===== src/rtl/uwe_pkg.sv =====
package uwe_pkg;
  localparam int WORD_W = 16;

  typedef enum logic [2:0] {
    ST_IDLE,
    ST_OPC,
    ST_ADDR,
    ST_DATA,
    ST_READ,
    ST_HOLD
  } rx_state_e;

  typedef enum logic [1:0] {
    PG_WORD,
    PG_ERASE,
    PG_ERALL,
    PG_WRALL
  } pg_op_e;
endpackage


===== src/rtl/uwe_rx.sv =====
module uwe_rx
  import uwe_pkg::*;
#(
  parameter int AW = 6,
  parameter int WW = WORD_W
) (
  input  logic          clk,
  input  logic          rst_n,
  input  logic          cs_i,
  input  logic          di_i,
  input  logic          sk_rise_i,
  input  logic          cs_fall_i,
  input  logic          busy_i,
  input  logic [WW-1:0] rdata_i,
  output logic [AW-1:0] addr_o,
  output logic [WW-1:0] wdata_o,
  output pg_op_e        op_o,
  output logic          commit_o,
  output logic          start_o,
  output logic          rd_act_o,
  output logic          rd_bit_o
);
  localparam int CW = $clog2(WW);
  localparam logic [CW-1:0] LAST_A = CW'(AW - 1);
  localparam logic [CW-1:0] LAST_D = CW'(WW - 1);

  rx_state_e     state_q, state_d;
  logic [CW-1:0] cnt_q, cnt_d;
  logic [1:0]    opc_q, opc_d;
  logic [AW-1:0] addr_q, addr_d, addr_nx;
  logic [WW-1:0] data_q, data_d;
  logic [WW-1:0] sh_q, sh_d;
  pg_op_e        op_q, op_d;
  logic          ready_q, ready_d;
  logic          wen_q, wen_d;
  logic          load_q, load_d;
  logic          bit_q, bit_d;

  always_comb begin
    state_d = state_q;
    cnt_d   = cnt_q;
    opc_d   = opc_q;
    addr_d  = addr_q;
    data_d  = data_q;
    sh_d    = sh_q;
    op_d    = op_q;
    ready_d = ready_q;
    wen_d   = wen_q;
    load_d  = load_q;
    bit_d   = bit_q;
    start_o = 1'b0;
    addr_nx = {addr_q[AW-2:0], di_i};
    if (!cs_i) begin
      state_d = ST_IDLE;
      ready_d = 1'b0;
      load_d  = 1'b0;
      bit_d   = 1'b0;
    end else begin
      if (state_q == ST_READ && load_q) begin
        sh_d   = rdata_i;
        load_d = 1'b0;
      end
      if (sk_rise_i) begin
        case (state_q)
          ST_IDLE: begin
            if (di_i && !busy_i) begin
              state_d = ST_OPC;
              cnt_d   = '0;
              start_o = 1'b1;
            end
          end
          ST_OPC: begin
            opc_d = {opc_q[0], di_i};
            if (cnt_q == CW'(1)) begin
              state_d = ST_ADDR;
              cnt_d   = '0;
            end else begin
              cnt_d = cnt_q + 1'b1;
            end
          end
          ST_ADDR: begin
            addr_d = addr_nx;
            if (cnt_q == LAST_A) begin
              cnt_d = '0;
              case (opc_q)
                2'b10: begin
                  state_d = ST_READ;
                  load_d  = 1'b1;
                  bit_d   = 1'b0;
                end
                2'b01: begin
                  state_d = ST_DATA;
                  op_d    = PG_WORD;
                end
                2'b11: begin
                  state_d = ST_HOLD;
                  op_d    = PG_ERASE;
                  ready_d = 1'b1;
                end
                default: begin
                  case (addr_nx[AW-1:AW-2])
                    2'b11: begin
                      state_d = ST_HOLD;
                      wen_d   = 1'b1;
                    end
                    2'b00: begin
                      state_d = ST_HOLD;
                      wen_d   = 1'b0;
                    end
                    2'b10: begin
                      state_d = ST_HOLD;
                      op_d    = PG_ERALL;
                      ready_d = 1'b1;
                    end
                    default: begin
                      state_d = ST_DATA;
                      op_d    = PG_WRALL;
                    end
                  endcase
                end
              endcase
            end else begin
              cnt_d = cnt_q + 1'b1;
            end
          end
          ST_DATA: begin
            data_d = {data_q[WW-2:0], di_i};
            if (cnt_q == LAST_D) begin
              state_d = ST_HOLD;
              ready_d = 1'b1;
            end else begin
              cnt_d = cnt_q + 1'b1;
            end
          end
          ST_READ: begin
            bit_d = sh_q[WW-1];
            sh_d  = {sh_q[WW-2:0], 1'b0};
          end
          default: ;
        endcase
      end
    end
  end

  always_ff @(posedge clk or negedge rst_n) begin
    if (!rst_n) begin
      state_q <= ST_IDLE;
      cnt_q   <= '0;
      opc_q   <= '0;
      addr_q  <= '0;
      data_q  <= '0;
      sh_q    <= '0;
      op_q    <= PG_WORD;
      ready_q <= 1'b0;
      wen_q   <= 1'b0;
      load_q  <= 1'b0;
      bit_q   <= 1'b0;
    end else begin
      state_q <= state_d;
      cnt_q   <= cnt_d;
      opc_q   <= opc_d;
      addr_q  <= addr_d;
      data_q  <= data_d;
      sh_q    <= sh_d;
      op_q    <= op_d;
      ready_q <= ready_d;
      wen_q   <= wen_d;
      load_q  <= load_d;
      bit_q   <= bit_d;
    end
  end

  assign addr_o   = addr_q;
  assign wdata_o  = data_q;
  assign op_o     = op_q;
  assign commit_o = cs_fall_i & ready_q & wen_q;
  assign rd_act_o = (state_q == ST_READ);
  assign rd_bit_o = bit_q;

  AST_ABORT_TO_IDLE: assert property (@(posedge clk) disable iff (!rst_n)
    !cs_i |=> state_q == ST_IDLE);
  AST_BUSY_HOLDS_IDLE: assert property (@(posedge clk) disable iff (!rst_n)
    (busy_i && state_q == ST_IDLE) |=> state_q == ST_IDLE);
  AST_READ_LEAD_ZERO: assert property (@(posedge clk) disable iff (!rst_n)
    $rose(rd_act_o) |-> !rd_bit_o);
  AST_ENABLE_FROM_CMD: assert property (@(posedge clk) disable iff (!rst_n)
    $rose(wen_q) |-> $past(state_q) == ST_ADDR);
endmodule


===== config.mk =====
export PLATFORM = sky130hd
export DESIGN_NAME = uwe_rx
export DESIGN_NICKNAME = d
export VERILOG_FILES = /design/src/rtl/uwe_pkg.sv /design/src/rtl/uwe_rx.sv
export SDC_FILE = /design/constraint.sdc
export NUM_CORES = 1
export LEC_CHECK = 0
export ABC_AREA = 1
export ABC_CLOCK_PERIOD_IN_PS = 2900
export BUFFER_PORTS_ARGS = -buffer_cell sky130_fd_sc_hd__buf_2
export CAP_MARGIN = 30
export CORE_MARGIN = 3
export CORE_UTILIZATION = 60
export CTS_CLUSTER_DIAMETER = 80
export DETAILED_ROUTE_END_ITERATION = 12
export GPL_ROUTABILITY_DRIVEN = 0
export PLACE_DENSITY = 0.95
export SLEW_MARGIN = 20
export SYNTH_ARGS = -nofsm -noshare
export SYNTH_HDL_FRONTEND = slang
export SYNTH_SLANG_ARGS = --single-unit

===== constraint.sdc =====
create_clock -name clk -period 2.9 [get_ports clk]
set_input_delay 0.435 -clock clk [delete_from_list [all_inputs] [get_ports clk]]
set_output_delay 0.435 -clock clk [all_outputs]
set_load 0.01 [all_outputs]

# After elaboration in Yosys (flattened, before gate mapping)
# Cells that the tools add are included.
# W data, S select, Z words.
[word_totals]
register_bits = 53
word_cells = 104
out_inout_bits = 28
in_bits = 23
[op_classes]
bitwise = 4
addsub = 1
mux = 42
eq_ne = 26
reduce_logical = 20
[ops]
columns = ["operator", "count"]
rows = [
  ["$mux W16", 3],
  ["$reduce_and A6 Y1", 4],
  ["$mux W3", 7],
  ["$mux W1", 19],
  ["$mux W4", 4],
  ["$pmux W4 S4", 1],
  ["$ne A3 B3 Y1 const B", 5],
  ["$pmux W3 S4", 1],
  ["$ne A3 B1 Y1 const B", 3],
  ["$pmux W3 S3", 1],
  ["$reduce_and A3 Y1", 3],
  ["$eq A2 B2 Y1 const B", 4],
  ["$pmux W1 S2", 4],
  ["$eq A3 B2 Y1 const B", 2],
  ["$pmux W2 S3", 1],
  ["$reduce_or A3 Y1", 2],
  ["$ne A5 B1 Y1 const B", 1],
  ["$reduce_and A5 Y1", 1],
  ["$add A4 B1 Y4 const B", 1],
  ["$eq A4 B1 Y1 const B", 1],
  ["$eq A4 B3 Y1 const B", 1],
  ["$eq A4 B4 Y1 const B", 1],
  ["$ne A2 B2 Y1 const B", 2],
  ["$ne A4 B2 Y1 const B", 1],
  ["16 further kinds", 20],
]

# Longest topological paths before layout
# Gate-level depths: netlist of the first run.
[logic_depth]
word_depth = 8
depth_mapped = 10

# Worst setup path before layout of the first run
# No wires, ideal clock.
[synth_path]
path_type = "input port to output port"
start = "input sk_rise_i"
end = "output start_o"
path_stages = 3
arrival_time_ns = 1.139
t_required_ns = 2.465
setup_slack_ns = 1.326
path_buffers = 1
path_cell_list = "buf_2 > nand2_2 > nor4_1"
[synth_via]
elab_chain_cells = 2
[synth_rtl]
columns = ["item", "line_no", "text"]
rows = [
  ["start: declaration", "uwe_rx.sv:11", "input logic sk_rise_i,"],
  ["$mux W1", "uwe_rx.sv:63", "if (sk_rise_i) begin"],
  ["$mux W1", "uwe_rx.sv:53", "if (!cs_i) begin"],
  ["end: declaration", "uwe_rx.sv:19", "output logic start_o,"],
]
# No other way between the ends.

# Worst setup path after layout of the first run
[layout_path]
start = "register state_q[0]"
end = "output start_o"
[layout_via]
elab_chain_cells = 4
[layout_rtl]
columns = ["item", "line_no", "text"]
rows = [
  ["start: declaration", "uwe_rx.sv:27", "rx_state_e state_q, state_d;"],
  ["start signal: assignment", "uwe_rx.sv:159", "state_q <= state_d;"],
  ["$logic_not A3 Y1", "uwe_rx.sv:64", "case (state_q)"],
  ["$mux W1", "uwe_rx.sv:64", ""],
  ["$mux W1", "uwe_rx.sv:63", ""],
  ["$mux W1", "uwe_rx.sv:53", ""],
]
# No other way between the ends.

==> results of run 1 <==
## registers in the layout, indices dropped and copies added, names as in the netlist
name	count
ready_q	1
wen_q	1
rd_bit_o	1
load_q	1
cnt_q	4
op_o	2
sh_q	16
wdata_o	16
addr_o	6
state_q	3
opc_q	2
## cells by family after synthesis
logic type      count (synthesis)  share of synthesized area (%)
fa+ha+maj                      10                           4.46
buf+inv                        36                           6.11
flops                          53                           47.2
mux                            15                           6.68
simple gates                  175                           27.5
compound gates                 43                           7.98
## per-layer routing
layer | wire length [µm] | global-route usage (%) | share of wire [%]
met5 | 0 | 0 | 0
met4 | 65 | 6.92 | 1.0
met2 | 3250 | 42.7 | 52
met1 | 2550 | 27.5 | 41
met3 | 333 | 3.11 | 5.4
## per-stage QoR
stage	worst slack [ns]	cell area [µm²]	util, %
finish	1.01	3150	70.9
global placement	1.17	3060	68.9
CTS	1.01	3150	70.9
detailed placement	1.14	3060	68.9
global route	0.917	3150	70.9
floorplan	1.33	2810	-
## path summary, 6_finish.rpt
| check | startpoint | end | slack, ns |
|---|---|---|---|
| max in group asynchronous | rst_n | sh_q[3] | 2.08 |
| hold reg to reg | op_o[0] | op_o[0] | 0.50 |
| hold / removal | rst_n | sh_q[8] | 0.17 |
| setup / recovery | state_q[0] | start_o | 1.01 |
| setup reg to reg | state_q[0] | sh_q[3] | 1.10 |
| min in group clk | rdata_i[0] | sh_q[0] | 0.40 |
## placed cells by master, fill, tap and decap left out, drive strengths merged, types with 2 or more instances in the layout
cell and count:
clkinvlp 2, a21oi 4, o21ai 35, buf 52, nand2 72, nor3 5, clkbuf 6, ha 10
nand3 18, dfrtp 53, nor2 72, nand4 6, inv 26, mux2 15
## power groups by stage
stage / clock network, mW / registers (mW) / logic (mW)
6_report: 0.415 / 0.999 / 0.490
5_1_grt: 0.449 / 1.02 / 0.562
4_1_cts: 0.421 / 0.998 / 0.491
3_5_place_dp: 0 / 1.01 / 0.483
3_3_place_gp: 0 / 1.00 / 0.450
2_1_floorplan: 0 / 0.980 / 0.360
## area by class of cell
type                       count  area (µm²)  area share [%]
tap                           52        65.1            2.06
multi-input combinational    243        1310            41.6
clock buffer                   6        72.6            2.30
timing repair buffer          52         265            8.42
sequential                    53        1330            42.1
clock inverter                 2        15.0           0.476
inverter                      26        97.6            3.10
==> flow_summary.rst, run 1 <==
.. list-table::
   :header-rows: 1

   * - Metric
     - Value
   * - Number of nets still failing antenna checks after routing
     - 0
   * - CP top delay family
     - flip-flops
   * - Synth warnings
     - 0
   * - Flop and latch count out of synthesis
     - 53
   * - Startpoint type of the worst setup path
     - register
   * - Count of hold-fix buffers inserted at cts
     - 0
   * - Drc violations
     - 0
   * - Initial cell density of the core
     - 63.2%
   * - Total Power Consumption
     - 1.91 mW
   * - Area of the die
     - 0.00554 mm²
   * - Min-delay worst type
     - in -> async
   * - Setup TNS Final
     - 0 ns
   * - Number of inserted diodes
     - 0
   * - TritonCTS clock tree
     - built
   * - Syn_nets
     - 365
   * - Classification of the worst setup path
     - reg -> out
   * - Number of enable flip-flop cells after synthesis
     - 0
   * - Synthesized area per cell
     - 8.46 µm²
   * - H-tree Lvls
     - 2
   * - Final critical delay including setup and external delays
     - 1.89 ns
   * - Result of the run
     - completed
   * - CP peak stage delay
     - 0.50 ns
   * - Total number of vias
     - 2,427
   * - Register share of total power
     - 52.5%
   * - Cell taking the most area after synthesis
     - sky130_fd_sc_hd__dfrtp_1
   * - Power density over cell area
     - 604 mW/mm²
   * - TritonCTS Buffers
     - 5
   * - R2R cell count
     - 6
   * - Largest fanout on the critical path
     - 9
   * - Pin slew with the least headroom to its limit
     - 0.780 ns
   * - Initial antenna violation count
     - 0
   * - Worst slew slack as a fraction of its limit
     - 47.7%
   * - Unrepaired setup endpoints after global routing
     - false
   * - Initial detailed-routing violation count
     - 211
   * - Vias in the first global route
     - 2,234
   * - Maximum clock skew at final layout
     - 0.00369 ns
   * - Non-filler cells, final
     - 434
   * - Max-cap check violation count
     - 0
   * - First-pass iteration count of the detailed router
     - 5
   * - Synthesis-to-finish area growth
     - 12.3%
   * - Instance count of the mapped netlist
     - 332
   * - Grt ovf
     - 0
   * - P_leak
     - 1.67 nW
   * - Port Buffer Count
     - 50
   * - Sequential fraction of the synthesis area
     - 47.2%
   * - Cell Int Power
     - 1.25 mW
   * - Number of gates resized after cts
     - 0
   * - Clock tree buffer depth
     - 2
   * - Placement row count
     - 24
   * - Number of buffers added for setup after CTS
     - 0
   * - Placeable Area
     - 0.00444 mm²
   * - Final-layout worst hold slack
     - 0.170 ns
   * - Post-DP HPWL
     - 4600 µm
   * - FILL cells
     - 349
   * - WP data required
     - 2.47 ns
   * - Share of synthesized flip-flops with an asynchronous set or reset
     - 100%
   * - Share of the synthesized area in the top cell type
     - 47.2%
   * - Cell area after synthesis
     - 0.00281 mm²
   * - Arrival time of the worst setup path
     - 1.45 ns
   * - Worst-path cell with the longest stage delay
     - sky130_fd_sc_hd__dfrtp_1
   * - Synth top area cells
     - sky130_fd_sc_hd__dfrtp_1 (47%), sky130_fd_sc_hd__nand2_1 (8.8%), sky130_fd_sc_hd__nor2_1 (8.8%)
   * - Clock-pin slew reported for the worst setup and hold paths after clock tree synthesis
     - 0.09 ns
   * - Number of clock sinks
     - 53
   * - Switching power of the nets
     - 0.658 mW
   * - CP endpoint kind
     - output pin
   * - Synth top cells by count
     - sky130_fd_sc_hd__nand2_1 (66), sky130_fd_sc_hd__nor2_1 (66), sky130_fd_sc_hd__dfrtp_1 (53), sky130_fd_sc_hd__o21ai_0 (33), sky130_fd_sc_hd__inv_1 (21)
   * - Vertical extent of the die
     - 74.4 µm
   * - Tcrit/Tclk final
     - 65.0%
   * - Fraction of power spent switching nets
     - 34.5%
   * - Crit. path cell count
     - 4
   * - # setup viols final
     - 0
   * - Number of nets in the layout
     - 414
   * - Slew Limit Fails
     - 0
   * - Maximum clock rate
     - 530 MHz
   * - CTS root buf
     - sky130_fd_sc_hd__clkbuf_8
   * - Worst vdd rail ir drop
     - 419 µV
   * - I/O pin total
     - 51
   * - Clock network fraction of design power
     - 21.8%
   * - Largest net degree at the start of global routing
     - 33
   * - Per-cell routed wire length
     - 14.3 µm
   * - WP buf/inv
     - 2
   * - DRT Wirelength
     - 6210 µm
   * - Relative contribution of combinational cells to total power
     - 25.7%
   * - DR vias/cell
     - 5.59
   * - Share of post-route cells with drive strength above 1
     - 24.3%
   * - First-pass GRT wire length
     - 9980 µm
   * - Later-pin clock latency in the skew report
     - 0.31 ns
   * - Number of failing hold endpoints at the final stage
     - 0
   * - Cell chain of the critical path
     - nor2_4 -> inv_1 -> nor4_1 -> buf_2
   * - Count of cell types in the netlist
     - 29
   * - Total track usage
     - 23.0%
   * - Die X-Extent
     - 74.4 µm
   * - Most used DFF post-synth
     - sky130_fd_sc_hd__dfrtp_1
   * - Number of cells in the design after placement
     - 426
Power figures use the tool's default switching activity.
==> run 2: changes to the inputs <==
ABC_AREA = 0   (was 1)
ABC_CLOCK_PERIOD_IN_PS = 1600   (was 2900)
CORE_UTILIZATION = 50   (was 60)
PLACE_DENSITY = 0.87   (was 0.95)
clock period = 1.6 ns   (was 2.9 ns; I/O delays follow)
==> run 2 against run 1 <==
Effect of this change:
- the flow now finishes with violations (setup timing)
- via count is 5.4% lower
- setup slack lost 1.4 ns
- synthesized cell count fell by 23%
- core utilization rose by 1.7 points
- non-clock buffer count up 48
- synthesized area down 3.3%
- count of clock-buffer cells in the layout is the same
- worst hold slack improved by 0.042 ns
- largest power group unchanged
==> flow_summary.rst, run 2 <==
.. list-table::
   :header-rows: 1

   * - Metric
     - Value
   * - Number of failing hold endpoints at the final stage
     - 0 (unchanged)
   * - Synthesized area per cell
     - 10.7 µm² (+26%)
   * - First-pass iteration count of the detailed router
     - 4 (-1)
   * - Vias in the first global route
     - 2,242 (+0.36%)
   * - Cell area after synthesis
     - 0.00272 mm² (-3.3%)
   * - Slew Limit Fails
     - 0 (unchanged)
   * - Commonest cells after routing, fill and taps aside
     - sky130_fd_sc_hd__dfrtp_1 (50), sky130_fd_sc_hd__buf_2 (49), sky130_fd_sc_hd__buf_4 (30)
   * - Per-cell routed wire length
     - 16.2 µm (+14%)
   * - CTS root buf
     - sky130_fd_sc_hd__clkbuf_8
   * - Later-pin clock latency in the skew report
     - 0.31 ns (about the same)
   * - Min-delay worst type
     - in -> reg
   * - Number of inserted diodes
     - 0 (unchanged)
   * - Die X-Extent
     - 79.7 µm (+7.1%)
   * - Cell taking the most area after synthesis
     - sky130_fd_sc_hd__dfrtp_1
   * - Failing checks
     - setup timing
   * - Share of the synthesized area in the top cell type
     - 48.8% (+1.6 points)
   * - Post-DP HPWL
     - 4290 µm (-6.6%)
   * - Syn_nets
     - 287 (-21%)
   * - Synthesis-to-finish area growth
     - 38.2%
   * - Port Buffer Count
     - 50 (unchanged)
   * - Slack of the worst reg-to-reg path
     - -0.35 ns (-1.45 ns)
   * - DR vias/cell
     - 5.49 (-1.8%)
   * - Number of nets in the layout
     - 380 (-8.2%)
   * - Non-filler cells, final
     - 418 (-3.7%)
   * - Instance count of the mapped netlist
     - 254 (-23%)
   * - Final critical delay including setup and external delays
     - 1.95 ns
   * - GRT met1 Usage
     - 27.4% (-0.089 points)
   * - WP buf/inv
     - 1 (-1)
   * - Initial cell density of the core
     - 52.5% (-11 points)
   * - Met3 capacity usage during global routing
     - 3.50% (+0.39 points)
   * - CP endpoint kind
     - register
   * - TritonCTS Buffers
     - 5 (unchanged)
   * - Flop and latch count out of synthesis
     - 53 (unchanged)
   * - Result of the run
     - complete, but fails checks
   * - CP top delay family
     - simple AND/OR/NAND/NOR gates
   * - Sequential fraction of the synthesis area
     - 48.8% (+1.6 points)
   * - Pin slew with the least headroom to its limit
     - 0.395 ns (-0.385 ns)
   * - Layer with the highest usage
     - met2
   * - Number of cells in the design after placement
     - 393 (-7.7%)
   * - Fraction of met2 tracks used by global routing
     - 35.4% (-7.3 points)
   * - Grt ovf
     - 0 (unchanged)
   * - Drc violations
     - 0 (unchanged)
   * - Startpoint type of the worst setup path
     - register
   * - Most numerous cell in the Yosys netlist
     - sky130_fd_sc_hd__dfrtp_1
   * - Number of enable flip-flop cells after synthesis
     - 0 (unchanged)
   * - # setup viols final
     - 29 (+29)
   * - H-tree Lvls
     - 2 (unchanged)
   * - Max-cap check violation count
     - 0 (unchanged)
   * - Placeable Area
     - 0.00517 mm² (+16%)
   * - Clock tree buffer depth
     - 2 (unchanged)
   * - Tcrit/Tclk final
     - 122%
   * - Fin util
     - 72.6% (+1.7 points)
   * - WP data required
     - 1.81 ns (-0.66 ns)
   * - Classification of the worst setup path
     - reg -> reg
   * - Synth top area cells
     - sky130_fd_sc_hd__dfrtp_1 (49%), sky130_fd_sc_hd__mux2_2 (8.3%), sky130_fd_sc_hd__o21ai_0 (5.2%)
   * - Area of the die
     - 0.00635 mm² (+15%)
   * - CP peak stage delay
     - 0.50 ns (about the same)
   * - Total track usage
     - 21.0% (-2.0 points)
   * - Maximum clock rate
     - 512 MHz
   * - Number of nets still failing antenna checks after routing
     - 0 (unchanged)
   * - Number of clock sinks
     - 53 (unchanged)
   * - Initial antenna violation count
     - 0 (unchanged)
   * - Initial detailed-routing violation count
     - 119 (-44%)
   * - Largest net degree at the start of global routing
     - 54 (+64%)
   * - Worst-path cell with the longest stage delay
     - sky130_fd_sc_hd__or4b_4
   * - Total Power Consumption
     - 2.93 mW (+54%)
   * - Largest fanout on the critical path
     - 3 (-6)
   * - Worst slew slack as a fraction of its limit
     - 73.7% (+26 points)
   * - Worst vdd rail ir drop
     - 540 µV (+29%)
   * - Share of synthesized flip-flops with an asynchronous set or reset
     - 100% (unchanged)
   * - DRT Wirelength
     - 6790 µm (+9.3%)
   * - Cell chain of the critical path
     - inv_1 -> ha_2 -> or3b_4 -> nand2_4 -> nand4_4 -> or4b_4 -> o211a_1
   * - P_leak
     - 1.85 nW (+10%)
   * - Power density over cell area
     - 781 mW/mm² (+29%)
   * - Placement row count
     - 26 (+8.3%)
   * - TritonCTS clock tree
     - built
   * - Total number of vias
     - 2,296 (-5.4%)
   * - Arrival time of the worst setup path
     - 2.16 ns (+0.71 ns)
   * - Vertical extent of the die
     - 79.7 µm (+7.1%)
   * - Leading cell type in the layout, fill and taps excluded
     - sky130_fd_sc_hd__dfrtp_1
   * - Synth top cells by count
     - sky130_fd_sc_hd__dfrtp_1 (53), sky130_fd_sc_hd__o21ai_0 (28), sky130_fd_sc_hd__mux2_2 (20), sky130_fd_sc_hd__nor2b_1 (17), sky130_fd_sc_hd__a22oi_1 (16)
   * - Synth warnings
     - 0 (unchanged)
   * - First-pass GRT wire length
     - 10,400 µm (+4.6%)
   * - Unrepaired setup endpoints after global routing
     - true
   * - Share of post-route cells with drive strength above 1
     - 46.6% (+22 points)
   * - Count of cell types in the netlist
     - 43 (+48%)
   * - Setup TNS Final
     - -2.44 ns (-2.44 ns)
   * - I/O pin total
     - 51 (unchanged)
   * - Maximum clock skew at final layout
     - 0.00700 ns (+0.00331 ns)
   * - Most used DFF post-synth
     - sky130_fd_sc_hd__dfrtp_1
   * - Clock-pin slew reported for the worst setup and hold paths after clock tree synthesis
     - 0.10 ns (about the same)
   * - Post-placement worst setup slack
     - -0.355 ns (-1.49 ns)
   * - Min setup slack post-route
     - -0.354 ns (-1.37 ns)
## run 2: worst paths after layout
path,from,endpoint,cells past startpoint
max,cnt_q[1],state_q[0],7
min,di_i,opc_q[0],3
max reg2reg,cnt_q[1],state_q[0],7
min reg2reg,sh_q[2],sh_q[2],2
max in group asynchronous,rst_n,opc_q[0],3
min in group asynchronous,rst_n,wdata_o[8],3
## run 2: per-stage QoR
step                      cell area [µm²]  hold WS, ns
after floorplan                      2720      -0.0556
after global placement               3290        0.255
after detailed placement             3290        0.259
after CTS                            3620        0.213
after global routing                 3750        0.232
final                                3750        0.212
## run 2: area by class of cell
type	instances	area [µm²]
Sequential cell	53	1330
Clock buffer	6	72.6
Timing Repair Buffer	100	758
Clock inverter	2	13.8
Multi-Input combinational cell	180	1470
Tap cell	70	87.6
Inverter	7	26.3
Fill cell	379	1420
## run 2: worst min-delay path: stages
cell	delay (ns)
sky130_fd_sc_hd__buf_2	0.12
sky130_fd_sc_hd__nand2_1	0.05
sky130_fd_sc_hd__o21ai_0	0.07
## run 2: cells by family (layout without fill, tap and decap cells)
kind of cell | count (synthesis) | in the layout | share of synthesized area (%)
AOI/OAI and AO/OA | 73 | 73 | 17.1
adders and majority gates | 10 | 10 | 4.61
buffers and inverters | 22 | 115 | 3.36
DFF | 53 | 53 | 48.8
muxes | 24 | 24 | 9.82
and+or+nand+nor | 72 | 73 | 16.3
## run 2: routing by layer
layer	vias to the layer above	share of wire (%)	wire length [µm]
li1	1111	-	-
met1	1122	44	2980
met2	56	51	3450
met3	7	4.1	279
met4	0	1.1	76
met5	-	0	0
## run 2: what timing repair did
item,in CTS,in global routing
pin swaps,9,6
hold buffers,1,0
resized for setup,38,37
cloned,1,2
setup buffers,10,5
endpoints found under the setup margin,42,50
hold endpoints to repair,53,0
## run 2: power breakdown
part / leakage (nW) / switching [mW] / internal, mW
Combinational: 1.09 / 0.374 / 0.321
Clock: 0.0456 / 0.446 / 0.313
Sequential: 0.718 / 0.0765 / 1.40
Total: 1.85 / 0.897 / 2.04
